[config.mk]
export PLATFORM = sky130hd
export DESIGN_NAME = rx_frame_classifier
export DESIGN_NICKNAME = d
export VERILOG_FILES = /design/src/rtl/rx_frame_classifier.sv
export SDC_FILE = /design/constraint.sdc
export NUM_CORES = 1
export LEC_CHECK = 0
export ABC_AREA = 1
export BUFFER_PORTS_ARGS = -buffer_cell sky130_fd_sc_hd__clkbuf_2
export CAP_MARGIN = 0
export CORE_ASPECT_RATIO = 0.7
export CORE_UTILIZATION = 56
export DETAILED_ROUTE_END_ITERATION = 7
export PLACE_DENSITY = 0.9
export SLEW_MARGIN = 10
export SYNTH_ARGS = -nofsm -noshare
export SYNTH_HDL_FRONTEND = slang
export SYNTH_SLANG_ARGS = --single-unit
[constraint.sdc]
create_clock -name clk -period 5.07 [get_ports clk]
set_input_delay 0.7605 -clock clk [delete_from_list [all_inputs] [get_ports clk]]
set_output_delay 0.7605 -clock clk [all_outputs]
set_load 0.02 [all_outputs]
[src/rtl/rx_frame_classifier.sv]
module rx_frame_classifier #(
  parameter int ADDR_W = 48,
  parameter int HASH_BITS = 6,
  localparam int HASH_N = 1 << HASH_BITS
) (
  input  logic              clk,
  input  logic              rst_n,
  input  logic [4:0]        addr_mode,
  input  logic [ADDR_W-1:0] my_addr,
  input  logic [HASH_N-1:0] hash_tbl,
  input  logic [3:0]        accept_en,
  input  logic [5:0]        irq_en,
  input  logic              da_valid,
  input  logic [ADDR_W-1:0] da,
  input  logic              eof_valid,
  input  logic              eof_crc_err,
  input  logic              eof_runt,
  input  logic              eof_long,
  input  logic              dma_done,
  input  logic              evt_rd,
  output logic              keep_stb,
  output logic              drop_stb,
  output logic [5:0]        evt_data,
  output logic              irq
);

  function automatic logic [HASH_BITS-1:0] hash_idx(input logic [ADDR_W-1:0] a);
    logic [31:0] c;
    c = '1;
    for (int i = 0; i < ADDR_W; i++)
      c = (c >> 1) ^ ((c[0] ^ a[i]) ? 32'hEDB88320 : 32'h0);
    return c[31:32-HASH_BITS];
  endfunction

  logic da_pass;
  logic addr_ok, good, acc_ok, frm;
  logic [5:0] evt_set;

  assign addr_ok = addr_mode[0]
                 | (addr_mode[1] & hash_tbl[hash_idx(da)])
                 | (addr_mode[2] & da[0])
                 | (addr_mode[3] & (da == my_addr))
                 | (addr_mode[4] & (&da));

  assign good   = ~(eof_crc_err | eof_runt | eof_long);
  assign acc_ok = good ? accept_en[0]
                       : ((~eof_long | accept_en[1]) & (~eof_runt | accept_en[2])
                          & (~eof_crc_err | accept_en[3]));
  assign frm    = eof_valid & da_pass;

  assign evt_set = {da_valid & addr_ok, dma_done, frm & eof_crc_err,
                    frm & eof_runt, frm & eof_long, frm & good};

  always_ff @(posedge clk) begin
    if (!rst_n) begin
      da_pass  <= 1'b0;
      keep_stb <= 1'b0;
      drop_stb <= 1'b0;
      evt_data <= '0;
    end else begin
      if (da_valid)       da_pass <= addr_ok;
      else if (eof_valid) da_pass <= 1'b0;
      keep_stb <= frm & acc_ok;
      drop_stb <= eof_valid & ~(da_pass & acc_ok);
      evt_data <= (evt_rd ? 6'd0 : evt_data) | evt_set;
    end
  end

  assign irq = |(evt_data & irq_en);

endmodule


After elaboration in Yosys (flattened, before gate mapping) --
Cells that the tools add are included.
Storage, ports and cells: input port bits 184, logic and storage cells 189, bits in registers 9
Cells by class: equal/unequal tests 1, reductions and logical operators 3, $lt $le $gt $ge 1, bitwise logic cells 126, mux-type cells 54
Operators by type and width (count):
- two-way mux 32 bit | 48
- bitwise XOR 31 x 32 -> 32 bit | 47
- == test 48 bit | 1
- AND reduction 48 bit | 1
- bitwise XOR 1 bit | 47
- NOT 31 bit | 1
- bitwise AND 1 bit | 15
- OR 1 bit | 9
- < comparator 6 x 7 -> 1 bit, second input constant | 1
- bitwise AND 6 bit | 1
- binary-select mux 1 bit (select 6 bit) | 1
- two-way mux 6 bit | 1
- OR 6 bit | 1
- OR reduction 6 bit | 1
- NOT 1 bit | 5
- two-way mux 1 bit | 4
- nonzero test 2 bit | 1

Depth between registers and ports, before layout --
word-level depth 152, gate-level depth with buffers 48

Least setup slack after synthesis --
OpenSTA, ideal clock, no wires.
kind input port to flip-flop, start input da[0], end register da_pass, cell stages on the path 39, path buffers 1, library setup time 0.114 ns, arrival time 4.342 ns, slack 0.614 ns, path through ha_1 -> inv_2 -> nand2_1 -> nand3_2 -> nand2_4 -> inv_4 -> nand2_2 -> nand2_4 -> nand2_1 -> nand3_2 -> nand2_4 -> inv_2 -> nand2_1 -> nand2_2 -> inv_2 -> nand3_1 -> nand2_1 -> nand2_1 -> (+3 left out) -> nand2_1 -> nand2_1 -> nand2_1 -> nand2_4 -> nand2_1 -> nand3_1 -> nand3_1 -> nand2_1 -> buf_4 -> nand3_1 -> nand3_1 -> nand3_1 -> nand3_1 -> nand3_1 -> nand3_1 -> nand2_1 -> nand2_1 -> nand2_1
On the way: longest elaborated chain between the ends 71, elaborated cells on any way between the ends 132, those cells by class eq/ne: 1; mux: 39; bitwise: 91; reduce/logical: 1
RTL lines:
- from (decl) | line 14 | input logic [ADDR_W-1:0] da,
- two-way mux 32 bit | line 31 | c = (c >> 1) ^ ((c[0] ^ a[i]) ? 32'hEDB88320 : 32'h0);
- NOT 31 bit (no source line)
- bitwise XOR 31 x 32 -> 32 bit (5 in series) | line 31
- bitwise XOR 1 bit or bitwise XOR 31 x 32 -> 32 bit (tied branches) | line 31
- two-way mux 32 bit or bitwise XOR 31 x 32 -> 32 bit (tied branches) | line 31
- bitwise XOR 31 x 32 -> 32 bit | line 31
- bitwise XOR 31 x 32 -> 32 bit or bitwise XOR 1 bit (tied branches) | line 31
- bitwise XOR 31 x 32 -> 32 bit (tied with other cells) | line 31
- (+51 left out)
- binary-select mux 1 bit (select 6 bit) | line 40 | | (addr_mode[1] & hash_tbl[hash_idx(da)])
- two-way mux 1 bit (implied by the code) | line 40
- bitwise AND 1 bit | line 40
- OR 1 bit | line 40
- OR 1 bit | line 41 | | (addr_mode[2] & da[0])
- OR 1 bit | line 42 | | (addr_mode[3] & (da == my_addr))
- OR 1 bit * | line 43 | | (addr_mode[4] & (&da));
- two-way mux 1 bit * | line 61 | if (da_valid) da_pass <= addr_ok;
- to (signal assigned) | line 61
- to (decl) | line 35 | logic da_pass;
Every way passes the cells marked *; elsewhere a longest branch is shown, timed or not. The select of a mux whose other input is x is not followed. A chain may end at the register's enable or synchronous reset.

Final worst setup path --
start input da[0], end register evt_data[5]
On the way: longest elaborated chain between the ends 72, elaborated cells on any way between the ends 133, those cells by class eq/ne: 1; mux: 38; bitwise: 93; reduce/logical: 1
RTL lines:
- two-way mux 32 bit | line 31
- NOT 31 bit (no source line)
- bitwise XOR 31 x 32 -> 32 bit (5 in series) | line 31
- bitwise XOR 1 bit or bitwise XOR 31 x 32 -> 32 bit (tied branches) | line 31
- two-way mux 32 bit or bitwise XOR 31 x 32 -> 32 bit (tied branches) | line 31
- bitwise XOR 31 x 32 -> 32 bit | line 31
- bitwise XOR 31 x 32 -> 32 bit or bitwise XOR 1 bit (tied branches) | line 31
- bitwise XOR 31 x 32 -> 32 bit (tied with other cells) | line 31
- (+52 left out)
- two-way mux 1 bit (implied by the code) | line 40
- bitwise AND 1 bit | line 40
- OR 1 bit | line 40
- OR 1 bit | line 41
- OR 1 bit | line 42
- OR 1 bit * | line 43
- bitwise AND 1 bit * | line 51 | assign evt_set = {da_valid & addr_ok, dma_done, frm & eof_crc_err,
- OR 6 bit * | line 65 | evt_data <= (evt_rd ? 6'd0 : evt_data) | evt_set;
- to (signal assigned) | line 65
- to (decl) | line 23 | output logic [5:0] evt_data,
Marked as above.

==> flow_summary.yaml <==
global_route:
  overflow: 0
  grt.total_usage_pct: 48.2
  grt_pass1_wl_um: 47300
  initial_antenna_violation_count: 1
  number_of_global_route_vias_before_repair: 9252
  largest_net_degree_at_the_start_of_global_routing: 33
placed_design:
  dpl-instance-area_um2: 9210
  total_of_buffers_placed_on_input_and_output_ports: 192
  gp_routability_congestion: 1.08
  dp.final_hpwl_um: 27200
cts:
  cts-htree-levels: 1
  clk_path_buf_depth: 2
  cts_hold_buf: 0
  cts_tree: "built"
  worst_setup_hold_path_clk_slew_ps: 50
  clock_tree.root_cell: "sky130_fd_sc_hd__clkbuf_16"
  cts_made_buffers: 3
  worst_skew_pair.late_latency_ps: 250
  cts_sinks: 9
drt:
  route.final.wire_length_um: 35900
  vias: 11600
  drt-pass1-iter-count: 8
  detailedRoute.firstIterationViolations: 2316
  routed_via_density: 6.18
  drtAntennaViolNets: 0
  drc: 121
  drt-wirelength-per-cell_um: 19.1
worst_setup_path:
  timing.reg2reg.worst_path_depth: 2
  cp.arrival_ps: 5720
  setup_crit_end_kind: "flip-flop"
  crit_fanout: 14
  rrSetupSlack_ps: 4170
  cp_top_family: "simple AND/OR/NAND/NOR gates"
  critical-path-top-cell-by-count: "sky130_fd_sc_hd__nand2_1"
  r2r_end: "evt_data[2]"
  cp.required_ps: 5210
  worstPathBufferInverterCount: 6
  crit_path_top_delay_cell: "sky130_fd_sc_hd__ha_4"
  setup.worst_path.class: "primary input to flip-flop"
  critical_path.max_stage_delay_ps: 320
  critical_path.startpoint_type: "primary input"
  timing.rr.start: "da_pass"
timing:
  fmax_mhz: 179
  totalNegativeSetupSlack_ps: -1010
  setup_ws_ps: -506
  min_period_over_period_pct: 110
  report.final.setup_viol: 2
  final.hold.worst_slack_ps: 508
  finalHoldViolCount: 0
  worstMarginPinSlew_ps: 838
  fin_crit_ps: 5580
  timing_max_transition_violations_final: 0
  slew_margin_rel_pct: 42.7
  fin_skew_ps: 5.90
  rsz_0062_raised_after_global_routing: "true"
floorplan:
  num_rows: 33
  initial_utilization_pct: 58.3
  core_um2: 11900
  num_io_pins: 193
  die-height_um: 94.9
  horiz_die_dim_um: 135
  floorplan.die_area_um2: 12800
synthesis:
  synth_sequential_area_ratio_pct: 2.61
  synth_top_cells_by_area: "sky130_fd_sc_hd__nand2_1 (33%), sky130_fd_sc_hd__nand3_1 (20%), sky130_fd_sc_hd__inv_1 (6.8%)"
  netlist.top_cell.by_area: "sky130_fd_sc_hd__nand2_1"
  synth.net_count: 1551
  share_of_flip_flops_with_an_asynchronous_set_or_reset_after_synthesis_pct: 0
  synth_area_per_cell_um2: 5.07
  synthCells: 1364
  synth_warnings: 0
  synth_cell_count_leaders: "sky130_fd_sc_hd__nand2_1 (603), sky130_fd_sc_hd__nand3_1 (270), sky130_fd_sc_hd__inv_1 (125), sky130_fd_sc_hd__nand2_2 (69), sky130_fd_sc_hd__xor2_1 (47)"
  synth_edf_count: 0
  synth.most_common_cell: "sky130_fd_sc_hd__nand2_1"
  post_synth_num_cell_types: 40
  synth_seq_cells: 9
  primary_ff_master_synth: "sky130_fd_sc_hd__dfxtp_1"
  synth_top_area_share_pct: 32.8
  synth_area_um2: 6910
final_layout:
  fin_nets: 1908
  layout.cell_area.non_filler_um2: 10100
  antenna_cells_inserted: 0
  drive_above_1_share_pct: 38.1
  layout-area-overhead-vs-synth_pct: 45.5
  fin_util_pct: 84.8
worst_hold_path:
  min_delay_worst_endpoint: "evt_data[5]"
  hold_class: "flip-flop to flip-flop"
  hold_path_depth: 2
  worstHoldStart: "evt_data[5]"
status:
  outcome: "finished with violations"
  failed_checks: "design-rule violations, negative setup slack"
flow_run:
  max-cap-violations: 0
==> timing repair <==
| action | 4_1_cts | 5_1_grt |
|---|---|---|
| pin swaps | 0 | 53 |
| resized for setup | 4 | 150 |
| buffers inserted | 0 | 13 |
| setup endpoints to repair | 2 | 2 |
| cloned | 0 | 3 |
==> metrics by stage <==
step | instances | setup slack (ps)
after CTS | 1861 | 6.88
final | 1877 | -506
after global placement | 1857 | -182
after detailed placement | 1857 | -343
after global routing | 1877 | -739
after floorplan | 1364 | 614
==> registers in the layout, summed over array words and instances (netlist names) <==
name      flops
da_pass       1
drop_stb      1
evt_data      6
keep_stb      1
==> worst register-to-register path, delay by kind of cell, from the launching register on <==
family	cells	cell delay [ps]
AOI/OAI and AO/OA	1	250
DFF	1	380
and+or+nand+nor	1	180
==> kinds of logic (layout without fill, tap and decap cells) <==
family | Yosys count | count (layout) | share of synthesized area [%]
AO/OA/AOI/OAI | 39 | 39 | 3.73
XOR/XNOR | 64 | 64 | 8.66
adder cells (fa/ha/maj) | 3 | 3 | 0.543
buffers and inverters | 179 | 534 | 11.3
flip-flops | 9 | 9 | 2.61
AND/OR/NAND/NOR | 1070 | 1071 | 73.2
==> worst max path at each step <==
stage          startpoint           to  slack [ps]  cells after the start
2_1_floorplan       da[0]      da_pass         610                     39
3_3_place_gp        da[0]      da_pass        -180                     43
3_5_place_dp        da[0]      da_pass        -340                     43
4_1_cts             da[1]  evt_data[5]           7                     42
5_1_grt             da[0]  evt_data[5]        -740                     41
6_report            da[0]  evt_data[5]        -510                     42
==> final cells by class <==
class,count,area (µm²)
Clock buffer,3,75.1
Clock inverter,1,5.00
Fill cell,793,1800
Inverter,160,633
Multi-Input combinational cell,1177,6520
Sequential cell,9,180
Tap cell,157,196
Timing Repair Buffer,370,2450
==> cell usage in the layout (no fill, tap or decap), types with 2 or more instances in the layout <==
cell type and instances:
sky130_fd_sc_hd__nand2_1 538, sky130_fd_sc_hd__nand3_1 236, sky130_fd_sc_hd__clkbuf_2 192, sky130_fd_sc_hd__buf_4 163
sky130_fd_sc_hd__nand2_2 122, sky130_fd_sc_hd__inv_1 121, sky130_fd_sc_hd__nand3_2 50, sky130_fd_sc_hd__xor2_1 44
sky130_fd_sc_hd__nand2_4 39, sky130_fd_sc_hd__inv_2 28, sky130_fd_sc_hd__nor2_1 23, sky130_fd_sc_hd__o21ai_0 15
sky130_fd_sc_hd__nand4_1 15, sky130_fd_sc_hd__xnor2_1 13, sky130_fd_sc_hd__inv_4 9, sky130_fd_sc_hd__o22ai_1 9
sky130_fd_sc_hd__dfxtp_1 9, sky130_fd_sc_hd__a221oi_1 8, sky130_fd_sc_hd__nand3b_1 8, sky130_fd_sc_hd__nand3_4 7
sky130_fd_sc_hd__buf_12 7, sky130_fd_sc_hd__nor3_1 6, sky130_fd_sc_hd__nand2_8 6, sky130_fd_sc_hd__nor4_1 6
sky130_fd_sc_hd__clkbuf_16 5, sky130_fd_sc_hd__buf_6 5, sky130_fd_sc_hd__nor2_2 4, sky130_fd_sc_hd__nor2_4 3
sky130_fd_sc_hd__xor2_2 3, sky130_fd_sc_hd__or2_2 3, sky130_fd_sc_hd__or2_1 3, sky130_fd_sc_hd__inv_6 2
sky130_fd_sc_hd__xnor2_2 2, sky130_fd_sc_hd__xor2_4 2, sky130_fd_sc_hd__o2111ai_1 2, sky130_fd_sc_hd__ha_4 2
==> metal layers <==
metal  share of wire [%]  GRT usage, %
met2                  38          70.1
met5                   0             0
met4                 6.4          12.4
met1                  36          67.2
met3                  19          15.8
Power is left out: the tool's default activity adds up to more than one toggle a clock period on the data nets, which glitch-free logic cannot reach.
